$ cat src/rtl/nvm_chk_pkg.sv
package nvm_chk_pkg;

  localparam int NUM_REGIONS = 3;
  localparam int RGN_A = 0;
  localparam int RGN_B = 1;
  localparam int RGN_U = 2;

  typedef enum logic [1:0] {
    SQ_IDLE = 2'd0,
    SQ_REQ  = 2'd1,
    SQ_WAIT = 2'd2,
    SQ_FIN  = 2'd3
  } sq_state_t;

  // One byte through CRC-16, polynomial 0x1021, MSB first.
  function automatic logic [15:0] crc16_step(input logic [15:0] c_in, input logic [7:0] d);
    logic [15:0] c;
    logic        fb;
    c = c_in;
    for (int i = 7; i >= 0; i--) begin
      fb = c[15] ^ d[i];
      c  = {c[14:0], 1'b0};
      if (fb) c = c ^ 16'h1021;
    end
    return c;
  endfunction

endpackage

$ cat src/rtl/nvm_chk_seq.sv
module nvm_chk_seq
  import nvm_chk_pkg::*;
#(
  parameter int ADDR_W       = 10,
  parameter int REGION_BYTES = 16,
  parameter int BASE_A       = 0,
  parameter int BASE_B       = 64,
  parameter int BASE_U       = 128
) (
  input  logic              clk,
  input  logic              rst_n,
  input  logic              start,
  output logic              mem_req_valid,
  input  logic              mem_req_ready,
  output logic [ADDR_W-1:0] mem_req_addr,
  input  logic              mem_rsp_valid,
  input  logic [7:0]        mem_rsp_data,
  output logic              byte_valid,
  output logic [7:0]        byte_data,
  output logic              byte_first,
  output logic              byte_last,
  output logic [1:0]        byte_region,
  output logic              done,
  output logic              busy
);

  localparam int OFF_W = $clog2(REGION_BYTES);
  localparam logic [OFF_W-1:0] OFF_LAST = OFF_W'(REGION_BYTES - 1);

  sq_state_t        state;
  logic [1:0]       region;
  logic [OFF_W-1:0] off;
  logic [ADDR_W-1:0] base;

  always_comb begin
    case (region)
      2'd0:    base = ADDR_W'(BASE_A);
      2'd1:    base = ADDR_W'(BASE_B);
      default: base = ADDR_W'(BASE_U);
    endcase
  end

  // Reset parks the sequencer in SQ_REQ so the power-on check starts at once.
  always_ff @(posedge clk or negedge rst_n) begin
    if (!rst_n) begin
      state  <= SQ_REQ;
      region <= 2'd0;
      off    <= '0;
    end else begin
      case (state)
        SQ_IDLE: if (start) begin
          state  <= SQ_REQ;
          region <= 2'd0;
          off    <= '0;
        end
        SQ_REQ: if (mem_req_ready) state <= SQ_WAIT;
        SQ_WAIT: if (mem_rsp_valid) begin
          if (off == OFF_LAST) begin
            off <= '0;
            if (region == 2'(NUM_REGIONS - 1)) state <= SQ_FIN;
            else begin
              region <= region + 2'd1;
              state  <= SQ_REQ;
            end
          end else begin
            off   <= off + 1'b1;
            state <= SQ_REQ;
          end
        end
        default: state <= SQ_IDLE;
      endcase
    end
  end

  assign mem_req_valid = (state == SQ_REQ);
  assign mem_req_addr  = base + ADDR_W'(off);
  assign byte_valid    = (state == SQ_WAIT) && mem_rsp_valid;
  assign byte_data     = mem_rsp_data;
  assign byte_first    = (off == '0);
  assign byte_last     = (off == OFF_LAST);
  assign byte_region   = region;
  assign done          = (state == SQ_FIN);
  assign busy          = (state != SQ_IDLE);

endmodule

$ cat config.mk
export PLATFORM = sky130hd
export DESIGN_NAME = nvm_chk_seq
export DESIGN_NICKNAME = d
export VERILOG_FILES = /design/src/rtl/nvm_chk_pkg.sv /design/src/rtl/nvm_chk_seq.sv
export SDC_FILE = /design/constraint.sdc
export NUM_CORES = 1
export LEC_CHECK = 0
export BUFFER_PORTS_ARGS = -buffer_cell sky130_fd_sc_hd__buf_2
export CAP_MARGIN = 25
export CORE_MARGIN = 5
export CORE_UTILIZATION = 43
export DETAILED_ROUTE_END_ITERATION = 16
export PLACE_DENSITY = 0.77
export RECOVER_POWER = 25
export SYNTH_ARGS = -nofsm -noshare
export SYNTH_HDL_FRONTEND = slang
export SYNTH_SLANG_ARGS = --single-unit
$ cat constraint.sdc
create_clock -name clk -period 3.1 [get_ports clk]
set_clock_uncertainty 0.2 [all_clocks]
set_input_delay 0.62 -clock clk [delete_from_list [all_inputs] [get_ports clk]]
set_output_delay 0.62 -clock clk [all_outputs]
set_load 0.02 [all_outputs]
== Yosys cells after proc, flatten, opt, wreduce, memory -nomap -nowiden ==
Index checks and enable logic that the tools add are counted.
W data, S select, Z words.

* Add/subtract/negate cells: 3
* Equal/unequal tests: 11
* Reductions and logical operators: 9
* Mux-type cells: 16

{| class="wikitable"
|+ Operators by type and width
! kind !! number
|-
| $mux W2 || 9
|-
| $pmux W8 S2 || 1
|-
| $mux W4 || 3
|-
| $add A10 B4 Y10 || 1
|-
| $ne A2 B2 Y1 const B || 4
|-
| $pmux W4 S2 || 1
|-
| $eq A2 B2 Y1 const B || 3
|-
| $pmux W2 S3 || 1
|-
| $reduce_and A3 Y1 || 2
|-
| $reduce_and A5 Y1 || 1
|-
| $add A4 B1 Y4 const B || 1
|-
| $eq A2 B1 Y1 const B || 2
|-
| $eq A4 B4 Y1 const B || 1
|-
| $logic_not A2 Y1 || 2
|-
| $logic_not A4 Y1 || 1
|-
| $pmux W2 S2 || 1
|-
| $reduce_bool A2 Y1 || 2
|-
| $add A2 B1 Y2 const B || 1
|-
| $ne A2 B1 Y1 const B || 1
|-
| $logic_and A1 B1 Y1 || 1
|}

* Bits in registers: 8
* Output and inout bits: 26
* Input port bits: 13

== Longest topological paths before layout ==
Gate-level depths: netlist of run 1.

* Depth in word-level cells: 5
* Mapped depth: 5

== Worst setup path after synthesis of run 1 ==
OpenSTA, ideal clock, no wires.

* Path type: register -> output
* Start point: register off[0]
* End point: output port byte_first
* Arrival: 1232 ps
* Data required time: 2280 ps
* Cell stages (with the launch flop): 4
* Slack: 1048 ps
* Path through: dfrtp_1 -> inv_1 -> ha_1 -> nor3b_1

* Cells in the longest elaborated chain, start to end: 1

{| class="wikitable"
|+ RTL lines
! element !! RTL line !! source
|-
| from (decl) || nvm_chk_seq.sv:32 || <nowiki>logic [OFF_W-1:0] off;</nowiki>
|-
| from (signal assigned) || nvm_chk_seq.sv:66 || <nowiki>off <= off + 1'b1;</nowiki>
|-
| $logic_not A4 Y1 || nvm_chk_seq.sv:79 || <nowiki>assign byte_first = (off == '0);</nowiki>
|-
| to (decl) || nvm_chk_seq.sv:20 || <nowiki>output logic byte_first,</nowiki>
|}

No other way between the ends.

== Worst setup path after layout of run 1 ==
* Start point: register state[0]
* End point: output port byte_valid

* Cells in the longest elaborated chain, start to end: 2

{| class="wikitable"
|+ RTL lines
! element !! RTL line !! source
|-
| from (decl) || nvm_chk_seq.sv:30 || <nowiki>sq_state_t state;</nowiki>
|-
| from (signal assigned) || nvm_chk_seq.sv:46 || <nowiki>state <= SQ_REQ;</nowiki>
|-
| from (signal assigned) || nvm_chk_seq.sv:52 || <nowiki>state <= SQ_REQ;</nowiki>
|-
| from (signal assigned) || nvm_chk_seq.sv:56 || <nowiki>SQ_REQ: if (mem_req_ready) state <= SQ_WAIT;</nowiki>
|-
| $eq A2 B2 Y1 || nvm_chk_seq.sv:77 || <nowiki>assign byte_valid = (state == SQ_WAIT) && mem_rsp_valid;</nowiki>
|-
| $logic_and A1 B1 Y1 || nvm_chk_seq.sv:77 ||
|-
| to (decl) || nvm_chk_seq.sv:18 || <nowiki>output logic byte_valid,</nowiki>
|}

No other way between the ends.

==> results of run 1 <==
==> cell usage after synthesis, drive strengths merged <==
cell type	number	share of area, %
nand3	2	1.6
nor3b	1	1.2
dfstp	1	4.1
a311o	1	1.6
or3b	1	1.4
a22o	4	5.8
o21ai	1	0.77
ha	6	12
mux2	2	4.1
o22ai	1	0.97
a211o	1	1.4
o2bb2ai	2	2.7
nand2b	1	0.97
nor3	1	0.77
buf	14	16
or2	1	0.97
and2	1	0.97
nor2b	1	0.97
nand4b	1	1.4
inv	8	4.7
a21oi	1	0.77
nand3b	1	1.2
dfrtp	7	27
mux2i	2	3.1
nand2	1	0.58
nor2	4	2.3
o21bai	1	1.2
conb	1	0.58
==> sequential cells by signal, summed over array words and instances, names as in the netlist <==
register	cells
off	4
state	2
byte_region	2
==> through the flow <==
stage	instances	hold WS, ps	utilization (%)	total power [mW]	setup WS [ps]
2_1_floorplan	72	124	-	0.369	1050
3_3_place_gp	92	274	45.3	0.414	1150
3_5_place_dp	92	272	45.3	0.420	1140
4_1_cts	97	374	47.8	0.517	947
5_1_grt	97	387	47.7	0.547	772
6_report	97	364	47.7	0.509	872
==> power by group through the flow <==
stage | clock, mW | sequential (mW) | combinational (mW)
detailed placement | 0 | 0.186 | 0.234
global route | 0.0969 | 0.191 | 0.259
CTS | 0.0962 | 0.184 | 0.237
finish | 0.0931 | 0.183 | 0.234
floorplan | 0 | 0.167 | 0.203
global placement | 0 | 0.186 | 0.228
==> cell families after synthesis <==
| kind of cell | Yosys count | share of synthesized area, % |
|---|---|---|
| other | 1 | 0.581 |
| AND/OR/NAND/NOR | 16 | 14.1 |
| buffers and inverters | 22 | 20.2 |
| AO/OA/AOI/OAI | 12 | 15.1 |
| flip-flops | 8 | 31.2 |
| adder cells (fa/ha/maj) | 6 | 11.6 |
| multiplexers | 4 | 7.17 |
==> layer usage <==
metal | global-route usage, % | part of all wire (%)
met5 | 0 | 0
met4 | 8.07 | 3.4
met3 | 3.99 | 8.3
met2 | 16.1 | 48
met1 | 13.1 | 40
==> what timing repair did <==
action / in CTS / in global routing
resized for setup: 0 / 0
buffers inserted: 0 / 0
hold endpoints to repair: 7 / 0
setup endpoints to repair: 0 / 0
hold buffers: 1 / 0
==> final timing paths <==
kind	depth (start not counted)	endpoint	slack, ps
worst max register to register	5	byte_region[0]	1220
min in group asynchronous	2	off[0]	610
worst min-delay path	1	byte_region[1]	360
worst max-delay path	3	byte_valid	870
worst min register to register	1	byte_region[1]	360
max in group asynchronous	2	state[0]	1760
==> area by class of cell <==
cell class / count / area (µm²) / area share, %
clock buffer: 4 / 26.3 / 3.74
inverter: 8 / 30.0 / 4.28
multi-input combinational: 42 / 325 / 46.3
sequential: 8 / 201 / 28.7
tap: 16 / 20.0 / 2.85
timing repair buffer: 19 / 98.8 / 14.1
==> worst register-to-register path: cells and delay by family, from the launching register on <==
kind | cells | cell delay, ps
multiplexers | 1 | 260
buffers and inverters | 1 | 90
adder cells (fa/ha/maj) | 1 | 230
flip-flops | 1 | 430
AND/OR/NAND/NOR | 1 | 220
AO/OA/AOI/OAI | 1 | 350
==> flow_summary_export.csv, run 1 <==
group,metric,value,unit
run_status,outcome,"completed",
clocking,clock_latency,270,ps
detailed_routing,ant_nets,0,
detailed_routing,drcViolationCount,0,
timing,finalHoldViolations,0,
critical_path,critical-path-top-delay-family,"flip-flops",
worst_hold_path,hp-class,"register to register",
timing,tns,0,ps
synth,synthCells,69,
synth,avgSynthCellArea,9.36,µm²
critical_path,timing.rr.start,"byte_region[0]",
pwr,vdd_ir_drop_max,0.294,mV
synth,ys_seq_area_share,31.2,%
finish,final_cell_mix,"buf_2 (17), inv_1 (8), dfrtp_1 (7)",
finish,fill_cells,172,
critical_path,cp_slowest_cell,"dfstp_1",
timing,setup_viol,0,
clocking,clockBufferDepth,2,
floorplan,core_area,1470,µm²
global_routing,grt_start_max_net_pins,13,
detailed_routing,via_count,507,
clocking,clkTransAtPathRegs,60,ps
finish,layout.nets,101,
detailed_routing,dr.pass1.iters,4,
critical_path,critical-path-max-stage-delay,720,ps
critical_path,cp-startpoint,"state[0]",
pwr,p_leak,0.376,nW
synth,ys_ff_latch,8,
global_routing,grt_pass1_vias,482,
critical_path,path_buf_inv,2,
placement,gp_congestion,0.767,
pwr,p_comb_share,45.9,%
clocking,cts_root_buffer,"clkbuf_4",
pwr,power_frac_seq,35.9,%
placement,placed_area,667,µm²
critical_path,path_max_fanout,12,
critical_path,cp-start-kind,"register",
critical_path,path_class,"register to output port",
pwr,switching_share,44.9,%
pwr,power_per_cell_area,726,nW/µm²
placement,portBuffers,18,
flow_run,cap_violations,0,
timing,fin_crit,2230,ps
global_routing,overflow,0,
timing,drv_slew,0,
synth,yosysWarnings,0,
global_routing,grt_pass1_wl,2.10,mm
critical_path,cp_data_arrival_time,1410,ps
clocking,cts_buffers,3,
detailed_routing,routedWlPerCell,13.4,µm
global_routing,antenna_found_initial,0,
clocking,cts.sinks,8,
finish,area.growth.synth_to_final,8.72,%
critical_path,worstPathCellList,"nand3b_1 > inv_1 > buf_2",
detailed_routing,drtIter0Drc,10,
timing,fmax,0.449,GHz
timing,rsz0062_at_grt,"no",
detailed_routing,wirelength,1.30,mm
floorplan,die_y,48.8,µm
pwr,p_int,0.281,mW
placement,post-dp-hpwl,974,µm
finish,layout-drive-gt1-share,32.1,%
finish,fin_area,702,µm²
clocking,cts_tree,"built",
worst_hold_path,min_from,"byte_region[1]",
clocking,htree_levels,1,
floorplan,num_io_pins,39,
pwr,p_sw,0.229,mW
synth,ys_types,31,
detailed_routing,via_per_inst,5.23,
floorplan,initial_core_util,43.9,%
floorplan,die_w,48.8,µm
finish,final_common_cell,"buf_2",
floorplan,die_area,2380,µm²
floorplan,rows,14,
finish,n_antenna_cell,0,
global_routing,track_usage,11.0,%
pwr,power.share.clock,18.3,%
critical_path,endpoint_kind,"output port",
critical_path,required,2280,ps
synth,syn_area,646,µm²
timing,post-route-period-util,71.9,%
(Power assumes the default switching activity.)
==> inputs of run 2 (changes only) <==
- CORE_UTILIZATION: 43 -> 41
- PLACE_DENSITY: 0.77 -> 0.74
- clock period: 3.1 -> 2.29 ns (I/O delays scaled with it)
==> run 2 against run 1 <==
Net effect:
- total power increased by 33%
- worst setup slack got worse by 560 ps
- via count down 3.4%
- wire length shrank 5.6%
- sequential share of layout area stayed put
- sequential cell count unchanged
- critical path depth unchanged
- count of clock-buffer cells in the layout stayed put
- critical endpoint unchanged
==> flow_summary_export.csv, run 2 (same netlist as run 1, synthesis figures left out) <==
group,metric,value,unit
run_status,outcome,"completed",
placement,gp_congestion,0.752,
global_routing,grt_pass1_vias,488,
timing,drv_slew,0,
critical_path,cp_data_arrival_time,1320,ps
clocking,clockBufferDepth,2,
detailed_routing,via_per_inst,5.05,
global_routing,grt_start_max_net_pins,13,
timing,rsz0062_at_grt,"no",
critical_path,cp_slowest_cell,"dfstp_2",
finish,fill_cells,151,
placement,numPlacedInstances,92,
clocking,cts.sinks,8,
pwr,vdd_ir_drop_max,0.561,mV
finish,layout-drive-gt1-share,33.3,%
finish,multi_input_area,325,µm²
finish,seq_area,201,µm²
critical_path,worstPathCellList,"nand3b_1 > inv_1 > buf_2",
floorplan,core_area,1510,µm²
finish,layout.nets,101,
timing,post-route-period-util,86.4,%
timing,fmax,0.506,GHz
timing,setup_viol,0,
detailed_routing,wirelength,1.22,mm
clocking,cts_buffers,3,
flow_run,cap_violations,0,
clocking,clock_latency,260,ps
detailed_routing,via_count,490,
clocking,cts_resized,0,
detailed_routing,drtIter0Drc,7,
detailed_routing,dr.pass1.iters,4,
floorplan,die_area,2470,µm²
global_routing,antenna_found_initial,0,
detailed_routing,dr_wl_met3,64,µm
clocking,htree_levels,1,
floorplan,num_io_pins,39,
detailed_routing,top_layer,"met4",
timing,fin_crit,1980,ps
finish,area.growth.synth_to_final,8.72,%
floorplan,die_y,49.7,µm
floorplan,die_w,49.7,µm
finish,final_cell_mix,"buf_2 (17), inv_1 (8), dfrtp_1 (7)",
finish,post-route-util,46.6,%
timing,finalHoldViolations,0,
placement,post-dp-hpwl,938,µm
pwr,p_leak,0.377,nW
pwr,p_total,0.676,mW
pwr,power_per_cell_area,964,nW/µm²
detailed_routing,drcViolationCount,0,
finish,n_antenna_cell,0,
clocking,cts_root_buffer,"clkbuf_4",
global_routing,track_usage,11.1,%
floorplan,initial_core_util,42.9,%
critical_path,endpoint_kind,"output port",
critical_path,path_class,"register to output port",
clocking,ctsHoldBuffers,1,
detailed_routing,ant_nets,0,
finish,final_cell_count_no_fill,97,
timing,tns,0,ps
floorplan,rows,14,
critical_path,cp-start-kind,"register",
clocking,cts_tree,"built",
finish,final_common_cell,"buf_2",
clocking,clkTransAtPathRegs,60,ps
critical_path,path_max_fanout,12,
placement,portBuffers,18,
critical_path,critical-path-max-stage-delay,640,ps
clocking,post-cts-setup-buffers,0,
detailed_routing,routedWlPerCell,12.6,µm
finish,regMostFlops,"off",
finish,largest_reg_flops,4,
worst_hold_path,hp-class,"input pin to register",
detailed_routing,m1WireLength,591,µm
global_routing,grt_pass1_wl,2.16,mm
critical_path,required,1630,ps
detailed_routing,wl_met2,546,µm
global_routing,overflow,0,
## run 2: cell count changes in the layout (fill, tap and decap cells not counted)
cell / change
dfstp_1: -1
dfstp_2: +1
## run 2: final timing paths
kind	slack [ps]	to	from	cells past startpoint
hold / removal	220	state[1]	mem_req_ready	2
setup reg to reg	460	byte_region[0]	byte_region[0]	5
setup / recovery	310	byte_valid	state[0]	3
hold reg to reg	380	off[1]	off[1]	2
min in group asynchronous	450	off[2]	rst_n	2
max in group asynchronous	1110	state[0]	rst_n	2
## run 2: per-stage QoR
stage,hold slack [ps],setup WS (ps),cell area (µm²)
5_1_grt,225,199,702
4_1_cts,216,308,703
6_report,225,312,702
2_1_floorplan,-37.6,400,657
3_5_place_dp,118,474,667
3_3_place_gp,109,521,667
## run 2: final cells by class
| type | count | share of cell area [%] |
|---|---|---|
| clock buffer | 4 | 3.74 |
| inverter | 8 | 4.28 |
| multi-input combinational | 42 | 46.3 |
| sequential | 8 | 28.7 |
| tap | 16 | 2.85 |
| timing repair buffer | 19 | 14.1 |
## run 2: power by group
| group | total (mW) | switching (mW) | internal (mW) |
|---|---|---|---|
| Clock | 0.118 | 0.0516 | 0.0669 |
| Sequential | 0.250 | 0.0697 | 0.180 |
| Combinational | 0.308 | 0.174 | 0.134 |
## run 2: per-layer routing
| metal | track usage, % | up-vias |
|---|---|---|
| met5 | 0 | - |
| met4 | 9.61 | 0 |
| met3 | 1.51 | 2 |
| met2 | 15.7 | 19 |
| met1 | 14.6 | 227 |
| li1 | - | 242 |
## run 2: worst max-delay path, delay by kind of cell (launching register included)
family	cells	cell delay [ps]
flops	1	640
buf+inv	2	230
simple gates	1	180
